File: src/rtl/rob_mt_pkg.sv
package rob_mt_pkg;
  typedef enum logic [1:0] {
    POL_SHARED = 2'd0,
    POL_SPLIT  = 2'd1,
    POL_CAP    = 2'd2,
    POL_RSVD   = 2'd3
  } share_pol_e;
endpackage

File: src/rtl/rob_thread_q.sv
module rob_thread_q #(
  parameter int DEPTH = 8,
  parameter int SEQ_W = 8,
  parameter int PC_W  = 8,
  localparam int IDX_W = $clog2(DEPTH),
  localparam int PTR_W = IDX_W + 1,
  localparam int CNT_W = $clog2(DEPTH + 1)
) (
  input  logic             clk_i,
  input  logic             rst_ni,
  input  logic             push_i,
  input  logic [SEQ_W-1:0] seq_i,
  input  logic [PC_W-1:0]  pc_i,
  input  logic             pop_i,
  input  logic             set_rdy_i,
  input  logic [IDX_W-1:0] set_idx_i,
  output logic             empty_o,
  output logic [CNT_W-1:0] cnt_o,
  output logic [SEQ_W-1:0] front_seq_o,
  output logic [PC_W-1:0]  front_pc_o,
  output logic             front_rdy_o,
  output logic [SEQ_W-1:0] back_seq_o
);
  logic [SEQ_W-1:0] seq_q [DEPTH];
  logic [PC_W-1:0]  pc_q  [DEPTH];
  logic [DEPTH-1:0] rdy_q;
  logic [PTR_W-1:0] rd_q, wr_q;
  logic [IDX_W-1:0] rd_idx, wr_idx, bk_idx;

  assign rd_idx = rd_q[IDX_W-1:0];
  assign wr_idx = wr_q[IDX_W-1:0];
  assign bk_idx = wr_idx - IDX_W'(1);

  always_ff @(posedge clk_i or negedge rst_ni) begin
    if (!rst_ni) begin
      rd_q  <= '0;
      wr_q  <= '0;
      rdy_q <= '0;
    end else begin
      if (push_i) begin
        wr_q          <= wr_q + PTR_W'(1);
        rdy_q[wr_idx] <= 1'b0;
      end
      if (set_rdy_i) rdy_q[set_idx_i] <= 1'b1;
      if (pop_i) rd_q <= rd_q + PTR_W'(1);
    end
  end

  // payload storage carries no reset
  always_ff @(posedge clk_i) begin
    if (push_i) begin
      seq_q[wr_idx] <= seq_i;
      pc_q[wr_idx]  <= pc_i;
    end
  end

  // wrap bit separates full from empty
  assign empty_o     = (rd_q == wr_q);
  assign cnt_o       = CNT_W'(wr_q - rd_q);
  assign front_seq_o = seq_q[rd_idx];
  assign front_pc_o  = pc_q[rd_idx];
  assign front_rdy_o = rdy_q[rd_idx];
  assign back_seq_o  = seq_q[bk_idx];
endmodule

File: src/rtl/rob_limit_calc.sv
module rob_limit_calc
  import rob_mt_pkg::*;
#(
  parameter int NT    = 2,
  parameter int DEPTH = 8,
  localparam int CNT_W = $clog2(DEPTH + 1)
) (
  input  logic [1:0]       policy_i,
  input  logic [NT-1:0]    active_i,
  input  logic [CNT_W-1:0] thresh_i,
  output logic [CNT_W-1:0] limit_o
);
  localparam logic [CNT_W-1:0] FULL = CNT_W'(DEPTH);

  function automatic logic [CNT_W-1:0] share_of(input int n);
    logic [CNT_W-1:0] r;
    r = CNT_W'(DEPTH / NT);
    for (int k = 1; k <= NT; k++) begin
      if (n == k) r = CNT_W'(DEPTH / k);
    end
    return r;
  endfunction

  int               n_act;
  logic [CNT_W-1:0] cap;
  share_pol_e       pol;

  always_comb begin
    n_act = 0;
    for (int t = 0; t < NT; t++) n_act += int'(active_i[t]);
  end

  assign pol = share_pol_e'(policy_i);
  assign cap = (thresh_i > FULL) ? FULL : thresh_i;

  always_comb begin
    unique case (pol)
      POL_SPLIT: limit_o = share_of(n_act);
      POL_CAP:   limit_o = (n_act == 1) ? FULL : cap;
      default:   limit_o = FULL;
    endcase
  end
endmodule

File: src/rtl/rob_age_sel.sv
module rob_age_sel #(
  parameter int NT       = 2,
  parameter int SEQ_W    = 8,
  parameter bit PICK_MAX = 1'b0,
  localparam int TID_W = (NT > 1) ? $clog2(NT) : 1
) (
  input  logic [NT-1:0]       cand_i,
  input  logic [NT*SEQ_W-1:0] seq_i,
  output logic                valid_o,
  output logic [TID_W-1:0]    tid_o,
  output logic [SEQ_W-1:0]    seq_o
);
  logic [SEQ_W-1:0] s [NT];
  logic [NT-1:0]    beats [NT];

  // pairwise comparators; direction chosen by PICK_MAX
  for (genvar a = 0; a < NT; a++) begin : g_unpack
    assign s[a] = seq_i[a*SEQ_W +: SEQ_W];
  end

  for (genvar a = 0; a < NT; a++) begin : g_row
    for (genvar b = 0; b < NT; b++) begin : g_col
      if (PICK_MAX) begin : g_max
        assign beats[a][b] = (s[a] > s[b]) || ((s[a] == s[b]) && (a < b));
      end else begin : g_min
        assign beats[a][b] = (s[a] < s[b]) || ((s[a] == s[b]) && (a < b));
      end
    end
  end

  logic [NT-1:0] win;
  always_comb begin
    for (int a = 0; a < NT; a++) begin
      win[a] = cand_i[a];
      for (int b = 0; b < NT; b++) begin
        if (b != a && cand_i[b] && !beats[a][b]) win[a] = 1'b0;
      end
    end
  end

  always_comb begin
    valid_o = |cand_i;
    tid_o   = '0;
    seq_o   = '0;
    for (int a = 0; a < NT; a++) begin
      if (win[a]) begin
        tid_o = TID_W'(a);
        seq_o = s[a];
      end
    end
  end
endmodule

File: src/rtl/rob_mt.sv
module rob_mt #(
  parameter int NT    = 2,
  parameter int DEPTH = 8,
  parameter int SEQ_W = 8,
  parameter int PC_W  = 8,
  localparam int IDX_W = $clog2(DEPTH),
  localparam int CNT_W = $clog2(DEPTH + 1),
  localparam int TID_W = (NT > 1) ? $clog2(NT) : 1
) (
  input  logic                clk_i,
  input  logic                rst_ni,
  input  logic [1:0]          policy_i,
  input  logic [NT-1:0]       active_i,
  input  logic [CNT_W-1:0]    thresh_i,
  input  logic                disp_valid_i,
  input  logic [TID_W-1:0]    disp_tid_i,
  input  logic [SEQ_W-1:0]    disp_seq_i,
  input  logic [PC_W-1:0]     disp_pc_i,
  input  logic                rdy_valid_i,
  input  logic [TID_W-1:0]    rdy_tid_i,
  input  logic [IDX_W-1:0]    rdy_slot_i,
  input  logic                ret_valid_i,
  input  logic [TID_W-1:0]    ret_tid_i,
  output logic                ret_done_o,
  output logic [SEQ_W-1:0]    ret_seq_o,
  output logic [PC_W-1:0]     ret_pc_o,
  output logic [CNT_W-1:0]    free_o,
  output logic [NT*CNT_W-1:0] thr_free_o,
  output logic                can_commit_o,
  output logic                head_valid_o,
  output logic [TID_W-1:0]    head_tid_o,
  output logic [SEQ_W-1:0]    head_seq_o,
  output logic                tail_valid_o,
  output logic [TID_W-1:0]    tail_tid_o,
  output logic [SEQ_W-1:0]    tail_seq_o
);
  localparam logic [CNT_W-1:0] FULL = CNT_W'(DEPTH);

  logic [NT-1:0]       q_empty, q_rdy, q_push, q_pop, q_set;
  logic [CNT_W-1:0]    q_cnt  [NT];
  logic [SEQ_W-1:0]    q_fseq [NT];
  logic [PC_W-1:0]     q_fpc  [NT];
  logic [NT*SEQ_W-1:0] fseq_flat, bseq_flat;
  logic [CNT_W-1:0]    tot_q, limit_q, limit_d;
  logic                disp_ok, ret_ok;

  assign disp_ok = disp_valid_i && (tot_q != FULL);
  assign ret_ok  = ret_valid_i && !q_empty[ret_tid_i] && q_rdy[ret_tid_i];

  for (genvar t = 0; t < NT; t++) begin : g_thr
    logic [SEQ_W-1:0] bseq;

    assign q_push[t] = disp_ok && (disp_tid_i == TID_W'(t));
    assign q_pop[t]  = ret_ok && (ret_tid_i == TID_W'(t));
    assign q_set[t]  = rdy_valid_i && (rdy_tid_i == TID_W'(t));

    rob_thread_q #(.DEPTH(DEPTH), .SEQ_W(SEQ_W), .PC_W(PC_W)) u_q (
      .clk_i       (clk_i),
      .rst_ni      (rst_ni),
      .push_i      (q_push[t]),
      .seq_i       (disp_seq_i),
      .pc_i        (disp_pc_i),
      .pop_i       (q_pop[t]),
      .set_rdy_i   (q_set[t]),
      .set_idx_i   (rdy_slot_i),
      .empty_o     (q_empty[t]),
      .cnt_o       (q_cnt[t]),
      .front_seq_o (q_fseq[t]),
      .front_pc_o  (q_fpc[t]),
      .front_rdy_o (q_rdy[t]),
      .back_seq_o  (bseq)
    );

    assign fseq_flat[t*SEQ_W +: SEQ_W] = q_fseq[t];
    assign bseq_flat[t*SEQ_W +: SEQ_W] = bseq;
    // limit can drop below occupancy after a policy change
    assign thr_free_o[t*CNT_W +: CNT_W] =
      (limit_q > q_cnt[t]) ? (limit_q - q_cnt[t]) : '0;
  end

  rob_limit_calc #(.NT(NT), .DEPTH(DEPTH)) u_lim (
    .policy_i (policy_i),
    .active_i (active_i),
    .thresh_i (thresh_i),
    .limit_o  (limit_d)
  );

  always_ff @(posedge clk_i or negedge rst_ni) begin
    if (!rst_ni) begin
      tot_q      <= '0;
      limit_q    <= FULL;
      ret_done_o <= 1'b0;
      ret_seq_o  <= '0;
      ret_pc_o   <= '0;
    end else begin
      limit_q    <= limit_d;
      tot_q      <= tot_q + CNT_W'(disp_ok) - CNT_W'(ret_ok);
      ret_done_o <= ret_ok;
      if (ret_ok) begin
        ret_seq_o <= q_fseq[ret_tid_i];
        ret_pc_o  <= q_fpc[ret_tid_i];
      end
    end
  end

  logic [NT-1:0] live;
  assign live         = active_i & ~q_empty;
  assign free_o       = FULL - tot_q;
  assign can_commit_o = |(live & q_rdy);

  rob_age_sel #(.NT(NT), .SEQ_W(SEQ_W), .PICK_MAX(1'b0)) u_head (
    .cand_i  (live),
    .seq_i   (fseq_flat),
    .valid_o (head_valid_o),
    .tid_o   (head_tid_o),
    .seq_o   (head_seq_o)
  );

  rob_age_sel #(.NT(NT), .SEQ_W(SEQ_W), .PICK_MAX(1'b1)) u_tail (
    .cand_i  (live),
    .seq_i   (bseq_flat),
    .valid_o (tail_valid_o),
    .tid_o   (tail_tid_o),
    .seq_o   (tail_seq_o)
  );
endmodule

File: config.mk
export PLATFORM = sky130hd
export DESIGN_NAME = rob_mt
export DESIGN_NICKNAME = d
export VERILOG_FILES = /design/src/rtl/rob_mt_pkg.sv /design/src/rtl/rob_thread_q.sv /design/src/rtl/rob_limit_calc.sv /design/src/rtl/rob_age_sel.sv /design/src/rtl/rob_mt.sv
export SDC_FILE = /design/constraint.sdc
export NUM_CORES = 1
export LEC_CHECK = 0
export ABC_AREA = 0
export BUFFER_PORTS_ARGS = -buffer_cell sky130_fd_sc_hd__clkbuf_2
export CAP_MARGIN = 5
export CORE_AREA = 8 8 175 177
export DETAILED_ROUTE_END_ITERATION = 7
export DIE_AREA = 0 0 183 185
export PLACE_DENSITY = 0.79
export SLEW_MARGIN = 20
export SYNTH_ARGS = -nofsm -noshare
export SYNTH_HDL_FRONTEND = slang
export SYNTH_SLANG_ARGS = --single-unit
File: constraint.sdc
create_clock -name clk_i -period 6.3 [get_ports clk_i]
set_input_delay 0.945 -clock clk_i [delete_from_list [all_inputs] [get_ports clk_i]]
set_output_delay 0.945 -clock clk_i [all_outputs]
set_load 0.01 [all_outputs]
# Word-level counts from Yosys, hierarchy flattened
# Memories as Yosys holds them, arrays and structs flattened.
# Cells that the tools add are included.
[word_totals] reg_bits=57 mem_bits_rw=256 in_bits=35 output_inout_bits=50 mem_count=4
[op_classes] add_sub_neg=14 n_lt_le_gt_ge=17 eq_ne=9 mux=45 bitwise_logic=13 n_reduce_logical=25
[mem_list] memory="g_thr[0].u_q.pc_q" words=8 width=8 rd=1 rd_ports_with_merged_regs=0 write_ports=1 line_no="rob_thread_q.sv:25" text="logic [PC_W-1:0] pc_q [DEPTH];"
[mem_list] memory="g_thr[0].u_q.seq_q" words=8 width=8 rd=2 rd_ports_with_merged_regs=0 write_ports=1 line_no="rob_thread_q.sv:24" text="logic [SEQ_W-1:0] seq_q [DEPTH];"
[mem_list] memory="g_thr[1].u_q.pc_q" words=8 width=8 rd=1 rd_ports_with_merged_regs=0 write_ports=1 line_no="rob_thread_q.sv:25"
[mem_list] memory="g_thr[1].u_q.seq_q" words=8 width=8 rd=2 rd_ports_with_merged_regs=0 write_ports=1 line_no="rob_thread_q.sv:24"
[op_table] op="8-bit two-way mux" count=14
[op_table] op="32-bit by 2-bit equality test with 1-bit output (second input constant)" count=1
[op_table] op="32-bit by 3-bit equality test with 1-bit output (second input constant)" count=1
[op_table] op="4-bit two-way mux" count=6
[op_table] op="3-bit by 4-bit < comparator with 1-bit output (second input constant)" count=5
[op_table] op="1-bit two-way mux" count=19
[op_table] op="4-bit by 1-bit adder with 4-bit output (second input constant)" count=4
[op_table] op="8-bit bitwise AND" count=2
[op_table] op="8-bit equality test" count=2
[op_table] op="8-bit > comparator" count=2
[op_table] op="1-bit logical AND" count=16
[op_table] op="8-bit < comparator" count=2
[op_table] op="8-bit NOT" count=2
[op_table] op="8-bit OR" count=2
[op_table] op="4-bit subtractor" count=4
[op_table] op="1-bit demux with 3-bit select" count=3
[op_table] op="3-bit by 1-bit greater-or-equal comparator with 1-bit output (second input constant)" count=3
[op_table] op="4-bit equality test" count=2
[op_table] op="4-bit > comparator" count=2
[op_table] op="4-bit one-hot mux with 2 select lines" count=1
[op_table] op="1-bit binary-select mux with 3-bit select" count=2
[op_table] op="3-bit by 1-bit subtractor with 3-bit output (second input constant)" count=2
[op_table] op="1-bit zero test" count=5
[op_table] op="4-bit by 1-bit adder with 4-bit output" count=1
[op_table] op="other kinds (15)" count=20

# Logic depth before layout (Yosys ltp)
[logic_depth] depth_word=9 ltp_mapped=18

# Modules after synthesis
# Synthesis repeated with hierarchy kept, for this count alone.
[unflattened] hier_cells=981 area_unflattened_um2=15024.4
[modules_own_cells] module="rob_thread_q (g_thr[1].u_q)" n_inst=1 cells_each=369 area_per_inst_um2=6289.8 seq_area_each_um2=4244.1
[modules_own_cells] module="rob_thread_q (g_thr[0].u_q)" n_inst=1 cells_each=368 area_per_inst_um2=6286.0 seq_area_each_um2=4244.1
[modules_own_cells] module="rob_mt" n_inst=1 cells_each=148 area_per_inst_um2=1680.4 seq_area_each_um2=626.9
[modules_own_cells] module="rob_age_sel (u_tail)" n_inst=1 cells_each=44 area_per_inst_um2=350.3 seq_area_each_um2=0.0
[modules_own_cells] module="rob_age_sel (u_head)" n_inst=1 cells_each=38 area_per_inst_um2=317.8 seq_area_each_um2=0.0
[modules_own_cells] module="rob_limit_calc" n_inst=1 cells_each=14 area_per_inst_um2=100.1 seq_area_each_um2=0.0

# Least setup slack after synthesis
# OpenSTA, ideal clock, no wires.
[synth_path] kind="register -> output" start="reg g_thr[0].u_q.wr_q[0]" end="out tail_seq_o[0]" t_arrival_ns=4.113 path_slack_ns=1.242 stages_incl_launch_ff=16 path_buffers=5 path_cell_list="dfrtp_1 > buf_2 > buf_2 > inv_1 > ha_1 > clkbuf_1 > clkbuf_1 > mux4_2 > mux2_2 > ha_1 > a211oi_1 > nor2_1 > or3_1 > clkbuf_1 > o22a_1 > o22ai_1"
[synth_via] elab_chain_cells=9
[synth_lines] element="from (decl)" line_no="rob_thread_q.sv:27" text="logic [PTR_W-1:0] rd_q, wr_q;"
[synth_lines] element="from (signal assigned)" line_no="rob_thread_q.sv:41" text="wr_q <= wr_q + PTR_W'(1);"
[synth_lines] element="3-bit by 1-bit subtractor with 3-bit output *" line_no="rob_thread_q.sv:32" text="assign bk_idx = wr_idx - IDX_W'(1);"
[synth_lines] element="named net g_thr[0].u_q.bk_idx[0]" line_no="rob_thread_q.sv:28" text="logic [IDX_W-1:0] rd_idx, wr_idx, bk_idx;"
[synth_lines] element="memory 8 x 8 bit *"
[synth_lines] element="8-bit > comparator / 8-bit equality test (equally long branches)" line_no="rob_age_sel.sv:24" text="assign beats[a][b] = (s[a] > s[b]) || ((s[a] == s[b]) && (a < b));"
[synth_lines] element="1-bit logical OR" line_no="rob_age_sel.sv:24"
[synth_lines] element="1-bit zero test" line_no="rob_age_sel.sv:36" text="if (b != a && cand_i[b] && !beats[a][b]) win[a] = 1'b0;"
[synth_lines] element="1-bit logical AND" line_no="rob_age_sel.sv:36"
[synth_lines] element="1-bit two-way mux" line_no="rob_age_sel.sv:36"
[synth_lines] element="8-bit two-way mux" line_no="rob_age_sel.sv:46" text="if (win[a]) begin"
[synth_lines] element="8-bit two-way mux *" line_no="rob_age_sel.sv:46"
[synth_lines] element="to (decl)" line_no="rob_mt.sv:35" text="output logic [SEQ_W-1:0] tail_seq_o"
# The timed path passes the listed nets; every way through them passes the cells marked *.

# Final worst setup path
[layout_path] start="reg g_thr[1].u_q.wr_q[0]" end="out tail_seq_o[0]"
[layout_via] elab_chain_cells=9
[layout_lines] element="from (decl)" line_no="rob_thread_q.sv:27"
[layout_lines] element="from (signal assigned)" line_no="rob_thread_q.sv:41"
[layout_lines] element="3-bit by 1-bit subtractor with 3-bit output *" line_no="rob_thread_q.sv:32"
[layout_lines] element="named net g_thr[1].u_q.bk_idx[0]" line_no="rob_thread_q.sv:28"
[layout_lines] element="memory 8 x 8 bit *"
[layout_lines] element="8-bit > comparator / 8-bit equality test (equally long branches)" line_no="rob_age_sel.sv:24"
[layout_lines] element="1-bit logical OR" line_no="rob_age_sel.sv:24"
[layout_lines] element="1-bit zero test" line_no="rob_age_sel.sv:36"
[layout_lines] element="1-bit logical AND" line_no="rob_age_sel.sv:36"
[layout_lines] element="1-bit two-way mux" line_no="rob_age_sel.sv:36"
[layout_lines] element="8-bit two-way mux" line_no="rob_age_sel.sv:46"
[layout_lines] element="8-bit two-way mux *" line_no="rob_age_sel.sv:46"
# Marked as above.

==> results.md <==
* Slew headroom at 0.3332
* DRT Pass-1 Iters at 6
* Yosys warning count at 0
* Commonest cells post-synth: edfxtp_1, mux4_2, dfrtp_1, nor2_1, o21ai_0
* Final TNS setup at 0 ns
* Initial antenna violation count at 1
* Post-synth top flop: edfxtp_1
* CP required at 5.35 ns
* Die Y at roughly 190 um
* Yosys top cell area share at 0.5318
* Wire per inst at 24.16 um
* DRC viols at 0
* Total track usage at 0.1953
* Die X at approximately 180 um
* Num CTS Buffers at 30
* Post-synth cell types at between 50 and 60
* Critical Path AT at between 4 and 5 ns
* Yosys top cell by area: edfxtp_1
* Mapped Cells at 849
* Vias per cell at about 6.1
* Share of cells above drive strength 1 at 0.2986
* Num rows at 62
* DP HPWL at around 22000 um
* Fmax at 173.9 MHz
* Ranking of synthesized cells by area: edfxtp_1, mux4_2, dfrtp_1
* Largest net degree at the start of global routing at 58
* Core Region at 28080 um2
* H-tree lvl count at 1
* Clock Skew at 0.04262 ns
* Hold slack at 0.4913 ns
* Vias at 8248
* Total wire length at 32910 um
* HP Class: reg -> reg
* First-pass GRT wire length at 50420 um
* Clock Tree Root: clkbuf_16
* Final period util at 0.9129
* Post-synthesis sequential area ratio at 0.6306
* Critical path class: reg -> out
* Hold Buf Count CTS at 0
* I/O Pins at 85
* Setup bufs post-CTS at 0
* DR iter-0 viols at 819
* Status: finished clean
* CP Max Fanout at 20
* CTS tree: yes
* Final period demand of the worst path at 5.752 ns
* Buffers on Ports at 84
* RSZ-0062 raised after global routing: false
* Number of max-cap violations at 0
* Area delta synth->final at 13.16%
* Setup Viol. Count Final at 0
* Slew Limit Fails at 0
* Syn nets at roughly 930
* Top-count cell post-synth: edfxtp_1
* Syn Area/Cell at 17.03 um2
* Placer Congestion at 0.8955
* Worst skew pair latency at 0.59 ns
* CP Capture Type: primary output
* Worst setup SP type: register
* Pre-CTS setup slack at 1.191 ns
* Grt ovf at 0
* Endpoints failing hold at 0
* Synth Register Bits at roughly 310
* Post-Syn Area at between 10000 and 15000 um2
* Total placed instance area at 15400 um2
* Post-route cell area at 16360 um2
* Final ANT Viol Nets at 0
* LEAKAGE at 5.880 nW
* Vias in the first global route at 8452
* PwrDens at 542.9 nW/um2
* Initial core utilization at 0.5147
* EDFF count, synth at 256
* Ys async rst share at 0.1821
* Longest Clk Path Bufs at 3
* Die area at 33860 um2
* Setup ws final at 0.5484 ns
* Worst-margin pin slew at 1.000 ns
* Final layout net count at 1040
* CTS clk-pin slew, worst paths at roughly 0.060 ns
* Max VDD drop at 0.0003740 V
* Antenna cells at 0
* Clock tree sinks at 313
* Post-CTS resize count at 0
[per-stage QoR]
stage,power [W],utilization,cells
global placement,0.007044,0.5483,1307
floorplan,0.005810,-,849
global route,0.009379,0.5825,1362
finish,0.008880,0.5825,1362
detailed placement,0.007145,0.5483,1307
CTS,0.008920,0.5825,1362
[report_power, final]
| part | leakage [nW] | switching (W) | internal [W] |
|---|---|---|---|
| Sequential | 2.99 | 0.000307 | 0.00255 |
| Combinational | 2.43 | 0.00233 | 0.00194 |
| Clock | 0.464 | 0.000749 | 0.000997 |
| Total | 5.88 | 0.00339 | 0.00549 |
[layout by cell type (no fill, tap or decap), drive strengths merged, types with 2 or more instances in the layout]
master and count:
ha 45, o22ai 20, mux2 32, clkbuf 121
bufinv 3, inv 38, xor2 12, a21oi 16
o32ai 2, nand4 6, fa 5, or2 3
or3 2, a211oi 2, nor2b 6, and2 2
nand2b 7, nor2 46, o21ai 54, clkinv 14
o211ai 8, nand2 22, a31oi 2, nand3 8
nor4b 2, mux4 100, nor3 7, edfxtp 256
xnor2 14, mux2i 21, a21o 4, buf 28
o21a 4, dfrtp 56
[sequential cells by signal (all words and copies together) (netlist names), 8 cells and up]
signal	count
g_thr.u_q.pc_q	128
g_thr.u_q.seq_q	128
g_thr.u_q.rdy_q	16
g_thr.u_q.rd_q	8
g_thr.u_q.wr_q	8
ret_pc_o	8
ret_seq_o	8
[layer usage]
| layer | track usage | up-vias | share of wire |
|---|---|---|---|
| met5 | 0 | - | 0.00043 |
| met3 | 0.03295 | 62 | 0.079 |
| met2 | 0.3263 | 384 | 0.49 |
| li1 | - | 3588 | - |
| met1 | 0.2589 | 4212 | 0.40 |
| met4 | 0.06441 | 2 | 0.032 |
[kinds of logic (layout without fill, tap and decap cells)]
kind of cell | after synthesis | after routing | synth area share
flip-flops | 313 | 313 | 0.6306
multiplexers | 153 | 153 | 0.1984
AO/OA/AOI/OAI | 117 | 117 | 0.04709
AND/OR/NAND/NOR | 114 | 114 | 0.03887
buffers and inverters | 76 | 205 | 0.02346
adder cells (fa/ha/maj) | 50 | 50 | 0.04588
XOR/XNOR | 26 | 26 | 0.01575
[layout make-up]
cell class / instances / area, um2
fill: 2115 / 11730
sequential: 313 / 9117
multi-input combinational: 460 / 5026
clock buffer: 37 / 777.0
timing repair buffer: 112 / 630.6
tap: 384 / 480.5
clock inverter: 18 / 182.7
inverter: 38 / 142.6
[worst paths after layout]
path	startpoint	end	slack, ns	depth (start not counted)
setup / recovery	g_thr[1].u_q.wr_q[0]$_DFFE_PN0P_	tail_seq_o[0]	0.55	12
hold / removal	g_thr[1].u_q.rd_q[3]$_DFFE_PN0P_	g_thr[1].u_q.rd_q[3]$_DFFE_PN0P_	0.49	1
setup reg to reg	g_thr[0].u_q.rd_q[2]$_DFFE_PN0P_	tot_q[2]$_DFF_PN0_	2.31	12
hold reg to reg	g_thr[1].u_q.rd_q[3]$_DFFE_PN0P_	g_thr[1].u_q.rd_q[3]$_DFFE_PN0P_	0.49	1
max in group asynchronous	rst_ni	g_thr[1].u_q.rd_q[0]$_DFFE_PN0P_	5.17	2
min in group asynchronous	rst_ni	ret_seq_o[0]$_DFFE_PN0N_	0.56	2
[critical path: stages (launching register included)]
cell and delay (ns):
dfrtp_1 0.32, buf_4 0.34, inv_1 0.15, ha_1 0.82
mux4_2 0.40, mux2i_1 0.21, ha_1 0.28, a211oi_1 0.25
nor2_1 0.08, or3_1 0.45, o22a_1 0.34, o22ai_1 0.40
clkbuf_2 0.21
Note: power is estimated with default switching activity, not from simulation.
